`config.mk`:
```
export PLATFORM = sky130hd
export DESIGN_NAME = bsm_match_engine
export DESIGN_NICKNAME = d
export VERILOG_FILES = /design/src/rtl/bsm_pkg.sv /design/src/rtl/bsm_state_tile.sv /design/src/rtl/bsm_vec_table.sv /design/src/rtl/bsm_match_engine.sv
export SDC_FILE = /design/constraint.sdc
export NUM_CORES = 1
export LEC_CHECK = 0
export BUFFER_PORTS_ARGS = -buffer_cell sky130_fd_sc_hd__buf_2
export CAP_MARGIN = 10
export CORE_UTILIZATION = 50
export CTS_CLUSTER_SIZE = 28
export DETAILED_ROUTE_END_ITERATION = 8
export PLACE_DENSITY_LB_ADDON = 0.05
export SKIP_CTS_REPAIR_TIMING = 1
export SLEW_MARGIN = 20
export SYNTH_ARGS = -nofsm -noshare
export SYNTH_HDL_FRONTEND = slang
export SYNTH_HIERARCHICAL = 1
export SYNTH_SLANG_ARGS = --single-unit
```
`constraint.sdc`:
```
create_clock -name clk -period 4.2 [get_ports clk]
set_input_delay 0.63 -clock clk [delete_from_list [all_inputs] [get_ports clk]]
set_output_delay 0.63 -clock clk [all_outputs]
set_load 0.01 [all_outputs]
```
`src/rtl/bsm_pkg.sv`:
```
// Shared constants, table selector type and slice helper for the bit-split
// match engine. Assumes a byte-wide input and four 2-bit tiles.
package bsm_pkg;

    localparam int unsigned TILE_CNT = 4;
    localparam int unsigned BRANCH   = 4;

    typedef enum logic {
        TBL_ROW = 1'b0,
        TBL_VEC = 1'b1
    } tbl_sel_e;

    // Pair bit t with its mirror bit 7-t; the mirror bit is the slice MSB.
    function automatic logic [1:0] tile_slice(input logic [7:0] b, input int unsigned t);
        return {b[7-t], b[t]};
    endfunction

endpackage

```
`src/rtl/bsm_state_tile.sv`:
```
// One bit-split tile: a state table of STATES rows, each holding BRANCH
// next-state pointers and a vector pointer, plus the current-state register.
// Assumes STATES is a power of two; rows are not reset (host loads them).
module bsm_state_tile
    import bsm_pkg::*;
#(
    parameter  int unsigned STATES = 16,
    parameter  int unsigned PTR_W  = 3,
    localparam int unsigned SW     = $clog2(STATES),
    localparam int unsigned RW     = BRANCH * SW + PTR_W
) (
    input  logic          clk,
    input  logic          rst_n,
    input  logic          step,
    input  logic [1:0]    slice,
    input  logic          wr_en,
    input  logic [SW-1:0] wr_addr,
    input  logic [RW-1:0] wr_row,
    output logic [SW-1:0] state_o,
    output logic [PTR_W-1:0] vptr_o
);

    logic [RW-1:0] rows [STATES];
    logic [SW-1:0] cur_q;
    logic [RW-1:0] cur_row;
    logic [SW-1:0] nxt;

    // Row of the state the tile currently sits in.
    assign cur_row = rows[cur_q];
    assign nxt     = cur_row[int'(slice) * SW +: SW];
    assign vptr_o  = cur_row[BRANCH * SW +: PTR_W];
    assign state_o = cur_q;

    // Advance the walk on each accepted byte; reset returns to state 0.
    always_ff @(posedge clk) begin
        if (!rst_n) begin
            cur_q <= '0;
        end else if (step) begin
            cur_q <= nxt;
        end
    end

    // Host write port for the state rows; kept across reset.
    always_ff @(posedge clk) begin
        if (wr_en) begin
            rows[wr_addr] <= wr_row;
        end
    end

endmodule

```
`src/rtl/bsm_vec_table.sv`:
```
// Per-tile partial match vector table with a registered read and LAT total
// read stages (1 or 2). Entry 0 is reserved as the all-zero vector.
module bsm_vec_table #(
    parameter  int unsigned VECS  = 8,
    parameter  int unsigned PATS  = 8,
    parameter  int unsigned LAT   = 1,
    localparam int unsigned PTR_W = $clog2(VECS)
) (
    input  logic             clk,
    input  logic             rst_n,
    input  logic             wr_en,
    input  logic [PTR_W-1:0] wr_addr,
    input  logic [PATS-1:0]  wr_vec,
    input  logic [PTR_W-1:0] rd_ptr,
    output logic [PATS-1:0]  rd_vec_o,
    output logic [PATS-1:0]  al_vec_o
);

    logic [PATS-1:0] mem [VECS];
    logic [PATS-1:0] rd_q;

    // Host writes; the reserved null entry is never stored.
    always_ff @(posedge clk) begin
        if (wr_en && (wr_addr != '0)) begin
            mem[wr_addr] <= wr_vec;
        end
    end

    // First read stage: null pointer forces zero.
    always_ff @(posedge clk) begin
        if (!rst_n) begin
            rd_q <= '0;
        end else begin
            rd_q <= (rd_ptr == '0) ? '0 : mem[rd_ptr];
        end
    end

    assign rd_vec_o = rd_q;

    if (LAT > 1) begin : g_extra_stage
        logic [PATS-1:0] al_q;
        // Optional second stage to ease timing into the AND tree.
        always_ff @(posedge clk) begin
            if (!rst_n) begin
                al_q <= '0;
            end else begin
                al_q <= rd_q;
            end
        end
        assign al_vec_o = al_q;
    end else begin : g_single_stage
        assign al_vec_o = rd_q;
    end

endmodule

```
`src/rtl/bsm_match_engine.sv`:
```
// Bit-split multi-pattern matcher: four 2-bit tiles walk their state tables
// one byte per clock, each tile reads a partial vector through its own
// pointer-addressed table, and the aligned partial vectors are ANDed.
// Assumes tables are loaded by the host before meaningful matching.
module bsm_match_engine
    import bsm_pkg::*;
#(
    parameter  int unsigned STATES   = 16,
    parameter  int unsigned PATTERNS = 8,
    parameter  int unsigned VECTORS  = 8,
    parameter  int unsigned VEC_LAT  = 1,
    localparam int unsigned SW       = $clog2(STATES),
    localparam int unsigned VW       = $clog2(VECTORS),
    localparam int unsigned RW       = BRANCH * SW + VW,
    localparam int unsigned AW       = (SW > VW) ? SW : VW,
    localparam int unsigned DW       = (RW > PATTERNS) ? RW : PATTERNS
) (
    input  logic                clk,
    input  logic                rst_n,
    input  logic                in_valid,
    input  logic [7:0]          in_byte,
    input  logic                cfg_we,
    input  logic                cfg_sel,
    input  logic [1:0]          cfg_tile,
    input  logic [AW-1:0]       cfg_addr,
    input  logic [DW-1:0]       cfg_data,
    output logic                mvec_valid,
    output logic [PATTERNS-1:0] mvec
);

    logic [TILE_CNT*SW-1:0]       state_flat;
    logic [TILE_CNT*VW-1:0]       vptr_flat;
    logic [TILE_CNT*PATTERNS-1:0] pmv_rd_flat;
    logic [TILE_CNT*PATTERNS-1:0] pmv_al_flat;
    logic [VEC_LAT:0]             vld_q;
    logic [PATTERNS-1:0]          and_acc;
    tbl_sel_e                     sel;

    assign sel = tbl_sel_e'(cfg_sel);

    for (genvar t = 0; t < TILE_CNT; t++) begin : g_tile
        localparam logic [1:0] TID = 2'(t);
        logic row_we;
        logic vec_we;

        assign row_we = cfg_we && (sel == TBL_ROW) && (cfg_tile == TID);
        assign vec_we = cfg_we && (sel == TBL_VEC) && (cfg_tile == TID);

        bsm_state_tile #(
            .STATES (STATES),
            .PTR_W  (VW)
        ) u_tile (
            .clk     (clk),
            .rst_n   (rst_n),
            .step    (in_valid),
            .slice   (tile_slice(in_byte, t)),
            .wr_en   (row_we),
            .wr_addr (cfg_addr[SW-1:0]),
            .wr_row  (cfg_data[RW-1:0]),
            .state_o (state_flat[t*SW +: SW]),
            .vptr_o  (vptr_flat[t*VW +: VW])
        );

        bsm_vec_table #(
            .VECS (VECTORS),
            .PATS (PATTERNS),
            .LAT  (VEC_LAT)
        ) u_vec (
            .clk      (clk),
            .rst_n    (rst_n),
            .wr_en    (vec_we),
            .wr_addr  (cfg_addr[VW-1:0]),
            .wr_vec   (cfg_data[PATTERNS-1:0]),
            .rd_ptr   (vptr_flat[t*VW +: VW]),
            .rd_vec_o (pmv_rd_flat[t*PATTERNS +: PATTERNS]),
            .al_vec_o (pmv_al_flat[t*PATTERNS +: PATTERNS])
        );
    end

    // Valid flag pipeline matching the state step plus vector read stages.
    always_ff @(posedge clk) begin
        if (!rst_n) begin
            vld_q <= '0;
        end else begin
            vld_q <= {vld_q[VEC_LAT-1:0], in_valid};
        end
    end

    assign mvec_valid = vld_q[VEC_LAT];

    // AND the aligned partial vectors of all tiles.
    always_comb begin
        and_acc = '1;
        for (int t = 0; t < TILE_CNT; t++) begin
            and_acc &= pmv_al_flat[t*PATTERNS +: PATTERNS];
        end
    end

    assign mvec = mvec_valid ? and_acc : '0;

endmodule

```
Yosys cells after proc, flatten, opt, wreduce, memory -nomap -nowiden --
Memories as Yosys holds them, arrays and structs flattened. A register that Yosys moved wholly into a read port is not among the register bits. Index checks and enable logic that the tools add are counted.
Word-level totals: register bits 18, memories kept 8, output and inout port bits 9, word-level logic and storage cells 74, input bits 38, bits in writable memories 1472
Cells by class: mux-type cells 25, reductions and logical operators 24, bitwise operators 5, shift-type cells 4, equality and inequality tests 3
Memories:
- g_tile[0].u_tile.rows | words 16, bits a word 19, read ports 1, clocked after Yosys merged registers in 1, wr ports 1, RTL line bsm_state_tile.sv:23 | logic [RW-1:0] rows [STATES];
- g_tile[1].u_tile.rows | words 16, bits a word 19, read ports 1, clocked after Yosys merged registers in 1, wr ports 1, RTL line bsm_state_tile.sv:23
- g_tile[2].u_tile.rows | words 16, bits a word 19, read ports 1, clocked after Yosys merged registers in 1, wr ports 1, RTL line bsm_state_tile.sv:23
- g_tile[3].u_tile.rows | words 16, bits a word 19, read ports 1, clocked after Yosys merged registers in 1, wr ports 1, RTL line bsm_state_tile.sv:23
- g_tile[0].u_vec.mem | words 8, bits a word 8, read ports 1, clocked after Yosys merged registers in 1, wr ports 1, RTL line bsm_vec_table.sv:19 | logic [PATS-1:0] mem [VECS];
- g_tile[1].u_vec.mem | words 8, bits a word 8, read ports 1, clocked after Yosys merged registers in 1, wr ports 1, RTL line bsm_vec_table.sv:19
- +2 memories
Operators by type and width (number):
- $shiftx A19 B5 Y4 | 4
- $mux W4 | 8
- $and A8 B8 Y8 | 3
- $mux W1 | 16
- $logic_and A1 B1 Y1 | 14
- $logic_not A3 Y1 | 4
- $mux W8 | 1
- $reduce_or A2 Y1 | 4
- $eq A2 B2 Y1 const B | 2
- $reduce_bool A3 Y1 | 1
- $eq A2 B1 Y1 const B | 1
- $logic_not A2 Y1 | 1
- $not A1 Y1 | 2

Depth between registers and ports, before layout --
depth after elaboration 5, mapped depth 10, depth with buffers taken out 5

Hierarchy --
Netlist, hierarchy kept.
Modules (own cells, without submodules):
- bsm_state_tile | cells each 555, times used 4, seq. area each 9288.9 um^2, area each 12205.5 um^2
- bsm_vec_table | cells each 142, times used 4, seq. area each 1841.8 um^2, area each 2518.7 um^2
- bsm_match_engine | cells each 42, times used 1, seq. area each 40.0 um^2, area each 216.5 um^2

Least setup slack after synthesis --
No wires, ideal clock.
path kind input-to-reg, start in cfg_sel, end mem g_tile[0].u_tile/rows[0][0] (netlist name), enable pin, required time 3.781 ns, setup slack 0.861 ns, path buffers 0, data arrival time 2.920 ns, library setup time 0.419 ns, stages on the path 4, cell sequence nand2b_1 > nor3_1 > or3b_2 > nor3_1
On the way: word-level cells in the longest chain between the ends 5
Ends and longest elaborated chain:
- start, declared | RTL line bsm_match_engine.sv:23 | input logic cfg_sel,
- $not A1 Y1 | RTL line bsm_match_engine.sv:46 | assign row_we = cfg_we && (sel == TBL_ROW) && (cfg_tile == TID);
- $logic_and A1 B1 Y1 (2 in a row) | RTL line bsm_match_engine.sv:46
- via g_tile[0].row_we | RTL line bsm_match_engine.sv:43 | logic row_we;
- $mux W1 | RTL line bsm_state_tile.sv:45 | if (wr_en) begin
- $mux W1 (implied by the code) | RTL line bsm_state_tile.sv:46 | rows[wr_addr] <= wr_row;
- end, declared | RTL line bsm_state_tile.sv:23
The timed path passes the listed nets, and every way through them passes these cells.

==> summary.txt <==
Outcome
  • Status: completed

Timing
  • Worst Tran Pin Value: 1.07 ns
  • Worst Slack Setup Final: roughly 1.1 ns
  • Setup-failing EPs final: 0
  • Max-slew violations: 0
  • Unrepaired setup endpoints after global routing: no
  • Post-route setup TNS: 0 ns
  • Worst Clk Skew: approximately 0.021 ns
  • Final hold violation count: 0
  • Max Freq: 325 MHz
  • Slew margin rel.: 0.285
  • Final min period: just over 3 ns
  • Final Cycle Share: 0.733

Worst setup path
  • Critical Path AT: around 3.7 ns
  • Worst Path Max Fanout: 39
  • Crit-path max cell delay: 0.80 ns
  • Worst-path cell chain: mux4_1, mux4_2, mux4_1, inv_1, a21oi_1
  • Startpoint Class: register
  • WS Path Type: register to register
  • Most used cell, CP: mux4_1
  • CP endpoint kind: register
  • Req. time, crit path: roughly 4.8 ns
  • Crit path max-delay cell type: dfxtp_4

GRT
  • Initial antenna violation count: 11
  • Remaining Overflow, GRT: 0
  • Largest net degree at the start of global routing: 93
  • GRT Util Overall: 0.223
  • First-pass GRT wire length: between 150000 and 200000 um
  • Vias in the first global route: around 29000

Layout
  • Multi-input gate area: 12900 um2
  • Register Area: 44600 um2
  • Non-filler cells in the finished layout: between 4000 and 5000
  • Layout cell share with drive strength beyond 1: 0.216
  • Area Overhead vs Synth: 11.0%
  • Post-layout utilization of the core: 0.561
  • Final #Nets: 2999
  • Commonest non-fill, non-tap cell in the layout: edfxtp_1
  • Most frequent cells in the layout: edfxtp_1 (1440), mux4_2 (172), clkbuf_16 (165), mux2i_1 (128), mux4_1 (112)
  • Fillers: 8646

Detailed routing
  • First-pass detailed-route iteration total: 5
  • DRT iter0 DRCs: 2556
  • Routed Antenna Nets: 0
  • Drt wl/cell: between 20 and 30 um
  • WL final: 131000 um
  • Vias per inst: 6.02
  • Remaining DRCs: 0
  • Via count: 27800

CTS
  • Clock latency on the worst-skew pair: 0.74 ns
  • Max clock buf depth: 3
  • CTS H-tree lvls: 4
  • Clock sinks: around 1500
  • CTS root buf: clkbuf_16
  • CTS clk-pin slew, worst paths: 0.06 ns
  • TritonCTS clock tree: done
  • Inserted Clock Buffers: 157

Yosys
  • Synth Net Count: 2836
  • Cell Area, Synth: 58900 um2
  • Syn. warnings: 6
  • Synth Area per Inst: 21.0 um2
  • Mapped Cells: 2798

Die
  • Die H: 345 um
  • Starting Density: 0.505
  • Site row count: ~130
  • Core box area: about 120000 um2
  • # IOs: 47
  • Die X: 345 um
  • Die Area: 119000 um2

Power and ir drop
  • Seq pwr share: 0.527
  • Lkg Pwr: roughly 21 nW
  • Comb pwr share: 0.071
  • Power per cell area: ~500 nW/um2
  • Worst vdd ir: around 370 uV
  • Final Power: between 30 and 40 mW
  • Switching part of the total: 0.221
  • Int Pwr: 24.9 mW
  • Clock share of power: 0.402
  • Net Switching: 7.06 mW

Place
  • Port bufs: 46
  • DP HPWL: 75900 um
  • DP Worst Slack: 1.10 ns
  • Cells after DPL: ~4300
  • Final weighted congestion in routability-driven placement: 0.812

Min path
  • Start point of the worst hold path: cfg_data[18]
  • HP Class: input port to register

Flow run
  • Max-cap violations: 0
==> registers in the layout, summed over array words and instances, names as in the netlist, named ones only <==
| signal | cells |
|---|---|
| g_tile.u_tile/rows | 1216 |
| g_tile.u_vec/mem | 224 |
| g_tile.u_vec/al_vec_o | 32 |
| g_tile.u_tile/state_o | 16 |
| vld_q | 2 |
==> power groups by stage <==
| stage | sequential (mW) | combinational (mW) | clock (mW) |
|---|---|---|---|
| after global placement | 17.2 | 2.25 | 0 |
| after global routing | 16.9 | 2.43 | 13.7 |
| after floorplan | 16.9 | 1.83 | 0 |
| after CTS | 16.9 | 2.29 | 13.1 |
| after detailed placement | 17.2 | 2.28 | 0 |
| final | 16.8 | 2.26 | 12.8 |
==> final cells by class <==
| class | count | share of cell area |
|---|---|---|
| Clock inverter | 90 | 0.00813 |
| Multi-Input combinational cell | 1111 | 0.197 |
| Inverter | 32 | 0.00184 |
| Clock buffer | 192 | 0.0647 |
| Tap cell | 1524 | 0.0292 |
| Sequential cell | 1506 | 0.682 |
| Timing Repair Buffer | 153 | 0.0171 |
| Antenna cell | 2 | 0.0000766 |
==> path summary, 6_finish.rpt <==
| path | depth (start not counted) | to | slack [ns] |
|---|---|---|---|
| worst max-delay path | 5 | g_tile[0].u_vec/al_vec_o[7]$_SDFF_PP0_ | 1.12 |
| worst min-delay path | 1 | g_tile[2].u_tile/rows[13][18]$_DFFE_PP_ | 0.15 |
| worst min register to register | 1 | vld_q[1]$_SDFF_PN0_ | 0.44 |
| worst max register to register | 5 | g_tile[0].u_vec/al_vec_o[7]$_SDFF_PP0_ | 1.12 |
==> through the flow <==
step	hold WS [ns]	area (um2)
floorplan	0.412	58900
global placement	0.416	60600
detailed placement	0.424	60600
CTS	0.0943	65400
global route	0.125	65400
finish	0.152	65400
==> critical path: cells and delay by family (launching register included) <==
| kind | cells | cell delay, ns |
|---|---|---|
| muxes | 3 | 1.98 |
| DFF | 1 | 0.80 |
| buffers and inverters | 1 | 0.09 |
| AOI/OAI and AO/OA | 1 | 0.07 |
==> metal layers <==
layer  up-vias  global-route usage  part of all wire
li1      12000                   -                 -
met1     14700               0.325              0.45
met2       837               0.346              0.47
met3       197              0.0447             0.062
met4         8              0.0605             0.021
met5         -                   0           0.00033
No activity file was read; power rests on OpenSTA's default activity.
